## src/rtl/pciarb_pkg.sv

```systemverilog
package pciarb_pkg;

    // Decision taken by the grant controller on a clock edge
    typedef enum logic [1:0] {
        ACT_NONE  = 2'd0,
        ACT_HOLD  = 2'd1,
        ACT_DROP  = 2'd2,
        ACT_ISSUE = 2'd3
    } arb_act_e;

    // Bus is quiet when neither framing nor initiator-ready is driven low
    function automatic logic bus_quiet(input logic frame_n, input logic irdy_n);
        return frame_n & irdy_n;
    endfunction

    // Index width for a master count (at least one bit)
    function automatic int idx_width(input int n);
        return (n < 2) ? 1 : $clog2(n);
    endfunction

endpackage

```

## src/rtl/pciarb_idle_det.sv

```systemverilog
module pciarb_idle_det
    import pciarb_pkg::*;
(
    input  logic frame_n,
    input  logic irdy_n,
    output logic bus_idle
);

    always_comb begin
        bus_idle = bus_quiet(frame_n, irdy_n);
    end

endmodule

```

## src/rtl/pciarb_rr_pick.sv

```systemverilog
module pciarb_rr_pick #(
    parameter int N  = 4,
    parameter int IW = 2
) (
    input  logic [N-1:0]  req,
    input  logic [IW-1:0] last,
    output logic          found,
    output logic [IW-1:0] win
);

    logic [IW-1:0] cand [N];
    logic [N-1:0]  rot;

    // Candidate k is the master (last + 1 + k) mod N
    for (genvar k = 0; k < N; k++) begin : g_rot
        logic [IW:0] sum;
        always_comb begin
            sum = {1'b0, last} + (IW+1)'(k + 1);
            if (sum >= (IW+1)'(N)) begin
                sum = sum - (IW+1)'(N);
            end
        end
        assign cand[k] = sum[IW-1:0];
        assign rot[k]  = req[cand[k]];
    end

    // First requester in rotated order wins
    always_comb begin
        found = 1'b0;
        win   = '0;
        for (int k = 0; k < N; k++) begin
            if (!found && rot[k]) begin
                found = 1'b1;
                win   = cand[k];
            end
        end
    end

endmodule

```

## src/rtl/pciarb_grant_ctrl.sv

```systemverilog
module pciarb_grant_ctrl
    import pciarb_pkg::*;
#(
    parameter int N  = 4,
    parameter int IW = 2
) (
    input  logic          clk,
    input  logic          rst,
    input  logic [N-1:0]  req,
    input  logic          bus_idle,
    input  logic          pick_found,
    input  logic [IW-1:0] pick_win,
    output logic [N-1:0]  gnt_vec,
    output logic [IW-1:0] last_idx
);

    typedef struct packed {
        logic          held;
        logic [IW-1:0] owner;
        logic [IW-1:0] last;
    } arb_state_t;

    localparam logic [IW-1:0] LAST_INIT = IW'(N - 1);

    arb_state_t st_q, st_d;
    arb_act_e   act;
    logic [N-1:0] owner_oh;
    logic         own_req;
    logic         rival_req;

    for (genvar i = 0; i < N; i++) begin : g_owner
        assign owner_oh[i] = (st_q.owner == IW'(i));
        assign gnt_vec[i]  = st_q.held & owner_oh[i];
    end

    assign own_req   = |(req & owner_oh);
    assign rival_req = |(req & ~owner_oh);

    always_comb begin
        act = ACT_NONE;
        if (st_q.held) begin
            if (!own_req || rival_req) begin
                act = ACT_DROP;
            end else begin
                act = ACT_HOLD;
            end
        end else if (bus_idle && pick_found) begin
            act = ACT_ISSUE;
        end
    end

    always_comb begin
        st_d = st_q;
        case (act)
            ACT_DROP: begin
                st_d.held = 1'b0;
            end
            ACT_ISSUE: begin
                st_d.held  = 1'b1;
                st_d.owner = pick_win;
                st_d.last  = pick_win;
            end
            default: begin
                st_d = st_q;
            end
        endcase
    end

    always_ff @(posedge clk) begin
        if (rst) begin
            st_q.held  <= 1'b0;
            st_q.owner <= '0;
            st_q.last  <= LAST_INIT;
        end else begin
            st_q <= st_d;
        end
    end

    assign last_idx = st_q.last;

endmodule

```

## src/rtl/pci_arbiter.sv

```systemverilog
module pci_arbiter
    import pciarb_pkg::*;
#(
    parameter int NUM_MASTERS = 4
) (
    input  logic                   clk,
    input  logic                   rst,
    input  logic [NUM_MASTERS-1:0] req_n,
    input  logic                   frame_n,
    input  logic                   irdy_n,
    output logic [NUM_MASTERS-1:0] gnt_n
);

    localparam int IW = idx_width(NUM_MASTERS);

    logic [NUM_MASTERS-1:0] req;
    logic [NUM_MASTERS-1:0] gnt_vec;
    logic                   bus_idle;
    logic                   pick_found;
    logic [IW-1:0]          pick_win;
    logic [IW-1:0]          last_idx;

    assign req   = ~req_n;
    assign gnt_n = ~gnt_vec;

    pciarb_idle_det u_idle (
        .frame_n  (frame_n),
        .irdy_n   (irdy_n),
        .bus_idle (bus_idle)
    );

    pciarb_rr_pick #(.N(NUM_MASTERS), .IW(IW)) u_pick (
        .req   (req),
        .last  (last_idx),
        .found (pick_found),
        .win   (pick_win)
    );

    pciarb_grant_ctrl #(.N(NUM_MASTERS), .IW(IW)) u_ctrl (
        .clk        (clk),
        .rst        (rst),
        .req        (req),
        .bus_idle   (bus_idle),
        .pick_found (pick_found),
        .pick_win   (pick_win),
        .gnt_vec    (gnt_vec),
        .last_idx   (last_idx)
    );

endmodule

```

## config.mk

```make
export PLATFORM = sky130hd
export DESIGN_NAME = pci_arbiter
export DESIGN_NICKNAME = d
export VERILOG_FILES = /design/src/rtl/pciarb_pkg.sv /design/src/rtl/pciarb_idle_det.sv /design/src/rtl/pciarb_rr_pick.sv /design/src/rtl/pciarb_grant_ctrl.sv /design/src/rtl/pci_arbiter.sv
export SDC_FILE = /design/constraint.sdc
export NUM_CORES = 1
export LEC_CHECK = 0
export BUFFER_PORTS_ARGS = -buffer_cell sky130_fd_sc_hd__buf_2
export CAP_MARGIN = 40
export CORE_AREA = 2 2 39 41
export DETAILED_ROUTE_END_ITERATION = 10
export DIE_AREA = 0 0 41 43
export SLEW_MARGIN = 10
export SYNTH_ARGS = -nofsm -noshare
export SYNTH_HDL_FRONTEND = slang
export SYNTH_SLANG_ARGS = --single-unit
```

## constraint.sdc

```tcl
create_clock -name clk -period 1.62 [get_ports clk]
set_clock_uncertainty 0.05 [all_clocks]
set_input_delay 0.162 -clock clk [delete_from_list [all_inputs] [get_ports clk]]
set_output_delay 0.162 -clock clk [all_outputs]
set_load 0.005 [all_outputs]
```

==> metrics.md, run 1 <==
| Metric | Value |
|---|---|
| Status | finished clean |
| FF+latch count, synth | 5 |
| Deepest clock path buffer count | 2 |
| RePlAce Congestion | 0.813 |
| Asr flop ratio synth | 0% |
| Critical path arrival | 1260 ps |
| Post-Synth Simple-Gate Area | 34.0% |
| First-pass GRT wire length | 1510 µm |
| Pleak | 0.191 nW |
| Clk_lat worst skew | 250 ps |
| Ys flop type | dfxtp_1 |
| Hold Buf Count CTS | 0 |
| Die width | 41 µm |
| IO Pins | 12 |
| Num rows | 14 |
| Sequential area share after synthesis | 25.2% |
| Unrepaired setup endpoints after global routing | false |
| GRT Overall Usage | 13.4% |
| Final period utilization | 91.0% |
| Worst VDD drop | 0.000291 V |
| Share of post-route cells with drive strength above 1 | 30.8% |
| Worst path max stage delay | 430 ps |
| Flop pwr share | 40.1% |
| Routed via count | 425 |
| Gr ovfl total | 0 |
| Synth-to-Final Area Change | 24.2% |
| Class of the worst hold path | primary input to flip-flop |
| Internal power | 0.257 mW |
| Post-CTS Setup Inserts | 0 |
| Worst path slowest cell | or3b_2 |
| Cell taking the most area after synthesis | dfxtp_1 |
| Diode count | 0 |
| Vias in the first global route | 363 |
| Netlist cell types | 24 |
| DP HPWL | 649 µm |
| Sink Count | 5 |
| Router iterations before antenna repair | 4 |
| Post-synth EDFFs | 0 |
| Gate power share | 19.0% |
| Routed Antenna Nets | 0 |
| Synthesized cell area | 398 µm² |
| Met3 usage | 4.71% |
| Largest family of logic cells by synthesized area | simple AND/OR/NAND/NOR gates |
| CP Cell Sequence | buf_4 -> or3b_2 -> buf_2 |
| Setup crit end kind | output pin |
| H-tree depth | 1 |
| Global Route met2 Usage | 16.6% |
| GR peak layer | met1 |
| Cts repair resizes | 0 |
| Pre-CTS setup slack | 205 ps |
| First DRT Iteration DRCs | 12 |
| Die ar. | 0.00176 mm² |
| Switching power | 0.104 mW |
| IO buf count | 11 |
| Vias per Instance | 5.25 |
| Clock tree root buffer cell | clkbuf_4 |
| XOR/XNOR share of the synthesized area | 0% |
| Synth Warn # | 0 |
| Pwr Total | 0.361 mW |
| Max-cap violations | 0 |
| Critical path class | flip-flop to output pin |
| Die H | 43 µm |
| Setup_tns | 0 ps |
| Yosys top cell area share | 25.2% |
| Syn Inst Count | 51 |
| Drt total wl | 884 µm |
| CP Max Fanout | 5 |
| Clock share of power | 40.9% |
| Nets | 74 |
| Slew at the pin closest to its max-slew limit | 340 ps |
| Critical path buffer and inverter count | 2 |
| Initial antenna violation count | 0 |
| PnR worst setup slack | 145 ps |
| Fin crit period | 1470 ps |
| Num CTS Buffers | 3 |
| Synth Area per Inst | 7.80 µm² |
| Power density over the cells | 731 mW/mm² |
| DRC | 0 |
| Met1 Usage GRT | 17.0% |
| CP required | 1410 ps |
| Post-synthesis mux area share | 2.52% |
| Largest cells by area after synthesis | dfxtp_1, nand3b_1, o221ai_1 |
| Post-synthesis adder-cell area fraction | 0% |
| Final Slew Violations | 0 |
| Syn Nets | 59 |
| CP delay by family, top | simple AND/OR/NAND/NOR gates |
| Clk slew on worst S/H paths | 50 ps |
| Startpoint types | flip-flop |
| CTS tree | yes |
| Switching share of power | 28.8% |
| Final Hold Viols | 0 |
| Max Fclk | 0.678 GHz |
| Wirelength per Cell | 10.9 µm |
| Core Region | 0.00138 mm² |
| Compound-Gate Fraction of Synth Area | 31.4% |
| Relative slew slack | 77.0% |
| Largest net degree at the start of global routing | 10 |
| Initial core utilization | 28.8% |
| Final setup vio count | 0 |
==> kinds of logic (layout without fill, tap and decap cells) <==
logic type | after synthesis | count (layout)
DFF | 5 | 5
AOI/OAI and AO/OA | 15 | 15
buffers and inverters | 6 | 20
and+or+nand+nor | 24 | 24
muxes | 1 | 1
==> placed cells by master (no fill, tap or decap) <==
| cell type | n |
|---|---|
| buf_2 | 11 |
| nor3_1 | 3 |
| dfxtp_1 | 5 |
| a211o_1 | 1 |
| nand3_1 | 1 |
| clkbuf_1 | 1 |
| mux2i_1 | 1 |
| a21boi_1 | 1 |
| or3b_2 | 1 |
| a41oi_1 | 1 |
| clkbuf_4 | 3 |
| nand2b_1 | 2 |
| nand2_1 | 5 |
| o21bai_1 | 2 |
| buf_4 | 1 |
| a21oi_1 | 2 |
| o311ai_2 | 1 |
| nand2_2 | 1 |
| inv_1 | 4 |
| nor2b_1 | 1 |
| a211oi_1 | 2 |
| o221ai_1 | 3 |
| or3b_1 | 2 |
| a21oi_2 | 2 |
| nand3b_1 | 4 |
| nor2_1 | 4 |
==> metrics by stage <==
| step | area [µm²] | hold slack (ps) | utilization (%) | cells |
|---|---|---|---|---|
| final | 494 | 80.8 | 35.7 | 81 |
| after CTS | 494 | 78.3 | 35.7 | 81 |
| after global routing | 494 | 78.1 | 35.7 | 81 |
| after detailed placement | 468 | 336 | 33.8 | 77 |
| after global placement | 468 | 337 | 33.8 | 77 |
| after floorplan | 398 | 174 | - | 51 |
==> power by group through the flow <==
stage / Clock [mW] / Sequential [mW] / Combinational, mW
after global placement: 0 / 0.147 / 0.0683
after global routing: 0.171 / 0.146 / 0.0782
final: 0.148 / 0.145 / 0.0686
after floorplan: 0 / 0.142 / 0.0496
after CTS: 0.153 / 0.145 / 0.0691
after detailed placement: 0 / 0.147 / 0.0683
==> cell type report <==
cell class / count / area (µm²)
timing repair buffer: 12 / 62.6
fill: 150 / 890
multi-input combinational: 40 / 270
sequential: 5 / 100
clock buffer: 4 / 26.3
tap: 16 / 20.0
inverter: 4 / 15.0
==> final timing paths <==
check                          start        endpoint  slack (ps)  cells past startpoint
hold / removal                   rst  u_ctrl.st_q[3]          80                      2
setup / recovery      u_ctrl.st_q[4]        gnt_n[0]         150                      3
hold reg to reg       u_ctrl.st_q[3]  u_ctrl.st_q[3]         510                      2
setup reg to reg  u_ctrl.last_idx[0]  u_ctrl.st_q[3]         200                      4
==> per-layer routing <==
layer	wire length, µm	up-vias
met5	0	-
met4	43	0
met3	43	4
met2	354	16
met1	444	189
li1	-	216
==> worst register-to-register path, stage by stage, from the launching register on <==
cell	delay, ps
dfxtp_1	370
or3b_1	400
a211o_1	280
o311ai_2	120
a21oi_2	80
==> flip-flops by register name, indices dropped and copies added, names as in the netlist <==
signal	flops
u_ctrl.last_idx	2
u_ctrl.st_q	3
==> synthesized netlist by cell type (all sizes together) (2+ instances only) <==
master	instances
a211oi	2
a21oi	4
buf	2
dfxtp	5
inv	4
nand2	6
nand2b	2
nand3b	4
nor2	4
nor3	3
o21bai	2
o221ai	3
or3b	3
Power figures use the tool's default switching activity.
==> inputs of run 2 (changes only) <==
Settings changed: BUFFER_PORTS_ARGS -buffer_cell sky130_fd_sc_hd__buf_2 to -buffer_cell sky130_fd_sc_hd__buf_4.
==> run 2 against run 1 <==
Against the previous run: total power rose by 0.38%; combinational power grew 8.7%; critical path depth unchanged; clock power fell by 3%; largest cell class unchanged; largest power group is now registers.
==> metrics.md, run 2 (synthesized netlist as in run 1, its figures left out) <==
| Metric | Value |
|---|---|
| Status | finished clean |
| Max Fclk | 0.680 GHz |
| Final period utilization | 90.8% |
| Die width | 41 µm |
| Worst R2R End | u_ctrl.st_q[3] |
| Max FFs per register | 3 |
| Clk slew on worst S/H paths | 50 ps |
| First DRT Iteration DRCs | 4 |
| Pleak | 0.205 nW |
| Routed via count | 419 |
| Cts repair resizes | 0 |
| Gate power share | 20.6% |
| Core Region | 0.00138 mm² |
| CP required | 1410 ps |
| Post-route cell area | 522 µm² |
| Unrepaired setup endpoints after global routing | false |
| Final Slew Violations | 0 |
| Vias in the first global route | 336 |
| DP HPWL | 655 µm |
| R2R Setup Slk | 200 ps |
| Initial antenna violation count | 0 |
| PnR worst setup slack | 149 ps |
| Num CTS Buffers | 3 |
| Nets | 74 |
| Diode count | 0 |
| Sink Count | 5 |
| Slew at the pin closest to its max-slew limit | 340 ps |
| Gr ovfl total | 0 |
| Initial core utilization | 28.8% |
| Core Util, Final | 37.7% |
| CP endpoint | gnt_n[0] |
| H-tree depth | 1 |
| Switching power | 0.0997 mW |
| Post-CTS Setup Inserts | 0 |
| Cell area after placement | 495 µm² |
| DRC | 0 |
| Max-cap violations | 0 |
| GRT Overall Usage | 11.8% |
| Fin crit period | 1470 ps |
| Critical Path Source | u_ctrl.st_q[4] |
| Cells after DPL | 77 |
| Critical path class | flip-flop to output pin |
| Vias per Instance | 5.17 |
| Worst VDD drop | 0.000486 V |
| Pre-CTS setup slack | 198 ps |
| Synth-to-Final Area Change | 31.1% |
| Hold Buf Count CTS | 0 |
| FF-to-FF Start | u_ctrl.last_idx[0] |
| First-pass GRT wire length | 1430 µm |
| Startpoint types | flip-flop |
| Clock tree root buffer cell | clkbuf_4 |
| Routed Antenna Nets | 0 |
| Largest register by flop count | u_ctrl.st_q |
| Commonest non-fill, non-tap cell in the layout | buf_4 |
| Class of the worst hold path | primary input to flip-flop |
| R2R depth | 4 |
| Final hold slack | 59.4 ps |
| Drt total wl | 889 µm |
| Die H | 43 µm |
| Clock share of power | 39.4% |
| Final Hold Viols | 0 |
| Clk_lat worst skew | 240 ps |
| Router iterations before antenna repair | 4 |
| Critical path arrival | 1260 ps |
| Most frequent cells in the layout | buf_4, nand2_1, dfxtp_1 |
| Largest net degree at the start of global routing | 10 |
| Die ar. | 0.00176 mm² |
| Num rows | 14 |
| Flop pwr share | 40.0% |
| CP Max Fanout | 5 |
| Switching share of power | 27.5% |
| Power density over the cells | 695 mW/mm² |
| Pwr Total | 0.363 mW |
| Setup crit end kind | output pin |
| Non-filler cells, final | 81 |
| Relative slew slack | 77.0% |
| Internal power | 0.263 mW |
| Share of post-route cells with drive strength above 1 | 30.8% |
| IO buf count | 11 |
| Deepest clock path buffer count | 2 |
| Final setup vio count | 0 |
| IO Pins | 12 |
| RePlAce Congestion | 0.812 |
| Wirelength per Cell | 11.0 µm |
| Setup_tns | 0 ps |
| CTS tree | yes |
run 2: how the worst min path moves through the flow:
| stage | cells past startpoint | to | startpoint |
|---|---|---|---|
| CTS | 2 | u_ctrl.st_q[3] | rst |
| global route | 2 | u_ctrl.st_q[3] | rst |
| global placement | 2 | u_ctrl.st_q[3] | rst |
| floorplan | 1 | u_ctrl.st_q[3] | rst |
| detailed placement | 2 | u_ctrl.st_q[3] | rst |
| finish | 2 | u_ctrl.st_q[3] | rst |
run 2: power by group through the flow:
stage          Sequential (mW)  Combinational, mW  Clock [mW]
3_5_place_dp             0.148             0.0742           0
6_report                 0.145             0.0746       0.143
4_1_cts                  0.145             0.0747       0.153
2_1_floorplan            0.142             0.0496           0
5_1_grt                  0.147             0.0844       0.163
3_3_place_gp             0.147             0.0748           0
run 2: layout make-up:
class,instances,area [µm²]
inverters,4,15.0
repair buffers,12,90.1
multi-input cells,40,270
well taps,16,20.0
flip-flops and latches,5,100
clock buffers,4,26.3
fillers,157,862
run 2: worst max-delay path, cell delays in order, from the launching register on:
cell,delay (ps)
dfxtp_1,320
buf_4,120
or3b_2,430
buf_4,140
run 2: metal layers:
| metal | vias to the layer above | wire length (µm) | global-route usage [%] |
|---|---|---|---|
| met5 | - | 0 | 0 |
| met1 | 188 | 454 | 16.0 |
| met4 | 0 | 0 | 2.00 |
| met3 | 0 | 57 | 6.28 |
| met2 | 12 | 377 | 16.6 |
| li1 | 219 | - | - |
==> inputs of run 3 (changes only) <==
Clock period 1.62 ns to 1.4 ns, I/O delays scaled along.
==> run 3 against run 2 <==
Against the previous run: cell area up 7.7%; clock-buffer cell count is the same; cell count increased by 2.5%; worst setup slack lost 88 ps; register-to-register slack worse by 110 ps; global-route usage increased by 1.2 points; critical path depth unchanged; core utilization is 2.9 points higher; first-iteration DRC count grew to 2.8 times the previous value; routed wire length grew 9.0%; largest cell class unchanged.
==> metrics.md, run 3 (synthesized netlist as in run 1, its figures left out) <==
| Metric | Value |
|---|---|
| Status | finished clean |
| Switching share of power | 28.4% |
| Wirelength per Cell | 11.7 µm |
| Clk_lat worst skew | 240 ps |
| Flop pwr share | 38.0% |
| Max FFs per register | 3 |
| IO Pins | 12 |
| Clock tree root buffer cell | clkbuf_4 |
| Largest register by flop count | u_ctrl.st_q |
| Core Util, Final | 40.6% |
| Most frequent cells in the layout | buf_4, nand2_1, nand3b_1, inv_1, nor2_1 |
| Num CTS Buffers | 3 |
| Diode count | 0 |
| Switching power | 0.124 mW |
| GRT Overall Usage | 13.1% |
| Vias per Instance | 5.29 |
| Hold-critical path depth | 2 |
| Fin crit period | 1340 ps |
| Sink Count | 5 |
| Drt total wl | 969 µm |
| Sequential Area | 103 µm² |
| Pwr Total | 0.438 mW |
| Pleak | 0.221 nW |
| R2R Setup Slk | 90 ps |
| Share of post-route cells with drive strength above 1 | 38.8% |
| IO buf count | 11 |
| Nets | 76 |
| Final Slew Violations | 0 |
| Die width | 41 µm |
| CP Max Fanout | 5 |
| Area of the multi-input gates | 285 µm² |
| Router iterations before antenna repair | 4 |
| Routed via count | 439 |
| Final period utilization | 95.7% |
| Setup_tns | 0 ps |
| Class of the worst hold path | primary input to flip-flop |
| Critical path class | flip-flop to output pin |
| Cell area after placement | 510 µm² |
| Deepest clock path buffer count | 2 |
| Initial core utilization | 28.8% |
| Clock share of power | 38.5% |
| Internal power | 0.313 mW |
| Worst Hold Launch | rst |
| Initial antenna violation count | 0 |
| First-pass GRT wire length | 1550 µm |
| Cells after DPL | 79 |
| Vias in the first global route | 390 |
| Die H | 43 µm |
| Setup crit end kind | output pin |
| Critical path arrival | 1150 ps |
| WHS Endpoint | u_ctrl.st_q[3] |
| Non-filler cells, final | 83 |
| Num rows | 14 |
| Gr ovfl total | 0 |
| FF-to-FF Start | u_ctrl.last_idx[0] |
| Clk slew on worst S/H paths | 40 ps |
| Synth-to-Final Area Change | 41.2% |
| Largest net degree at the start of global routing | 10 |
| Die ar. | 0.00176 mm² |
| CTS tree | yes |
| Startpoint types | flip-flop |
| Final Hold Viols | 0 |
| Relative slew slack | 78.7% |
| First DRT Iteration DRCs | 11 |
| Power density over the cells | 779 mW/mm² |
| Unrepaired setup endpoints after global routing | false |
| Max Fclk | 0.746 GHz |
| PnR worst setup slack | 60.3 ps |
| Post-CTS Setup Inserts | 0 |
| Routed Antenna Nets | 0 |
| Post-route cell area | 562 µm² |
| Pre-CTS setup slack | 60.3 ps |
| Commonest non-fill, non-tap cell in the layout | buf_4 |
| DP HPWL | 701 µm |
| Core Region | 0.00138 mm² |
| Final hold slack | 36.8 ps |
| Slew at the pin closest to its max-slew limit | 319 ps |
| H-tree depth | 1 |
| RePlAce Congestion | 0.745 |
| Layout fillers | 154 |
| CP required | 1210 ps |
| Gate power share | 23.5% |
| R2R depth | 4 |
| Worst R2R End | u_ctrl.st_q[3] |
| Worst VDD drop | 0.000563 V |
| Final setup vio count | 0 |
| Max-cap violations | 0 |
| DRC | 0 |
==> run 3: cell types whose count changed in the layout (fill, tap and decap cells not counted), sizes merged <==
| cell | previous run | this run |
|---|---|---|
| buf | 12 | 14 |
==> run 3: worst max-delay path: stages (launching register included) <==
cell     delay, ps
dfxtp_2        320
buf_6          100
or3b_4         370
buf_6          120
==> run 3: cell type report <==
type | count | share of cell area, %
timing repair buffer | 14 | 20.0
multi-input combinational | 40 | 50.8
inverter | 4 | 2.67
tap | 16 | 3.56
clock buffer | 4 | 4.68
sequential | 5 | 18.3
==> run 3: worst max path at each step <==
stage / to / start / depth (start not counted)
final: gnt_n[0] / u_ctrl.st_q[4] / 3
after global routing: gnt_n[0] / u_ctrl.st_q[4] / 3
after CTS: u_ctrl.last_idx[0] / u_ctrl.st_q[4] / 4
after detailed placement: u_ctrl.last_idx[0] / u_ctrl.st_q[4] / 4
after global placement: u_ctrl.last_idx[0] / u_ctrl.st_q[4] / 4
after floorplan: u_ctrl.st_q[3] / u_ctrl.last_idx[0] / 4
==> run 3: power by group through the flow <==
| stage | sequential, mW | combinational (mW) | clock (mW) |
|---|---|---|---|
| 4_1_cts | 0.165 | 0.0986 | 0.171 |
| 2_1_floorplan | 0.164 | 0.0574 | 0 |
| 5_1_grt | 0.168 | 0.114 | 0.183 |
| 6_report | 0.166 | 0.103 | 0.169 |
| 3_3_place_gp | 0.167 | 0.0949 | 0 |
| 3_5_place_dp | 0.167 | 0.0952 | 0 |
==> run 3: timing repair <==
action                     4_1_cts  5_1_grt
gates resized for setup          4        3
cloned                           0        0
hold buffers                     0        0
setup endpoints to repair        1        3
pin swaps                        0        1
==> run 3: layer usage <==
| layer | GRT usage [%] | wire (µm) |
|---|---|---|
| met1 | 15.2 | 465 |
| met2 | 19.4 | 434 |
| met3 | 7.85 | 69 |
| met4 | 4.00 | 0 |
| met5 | 0 | 0 |
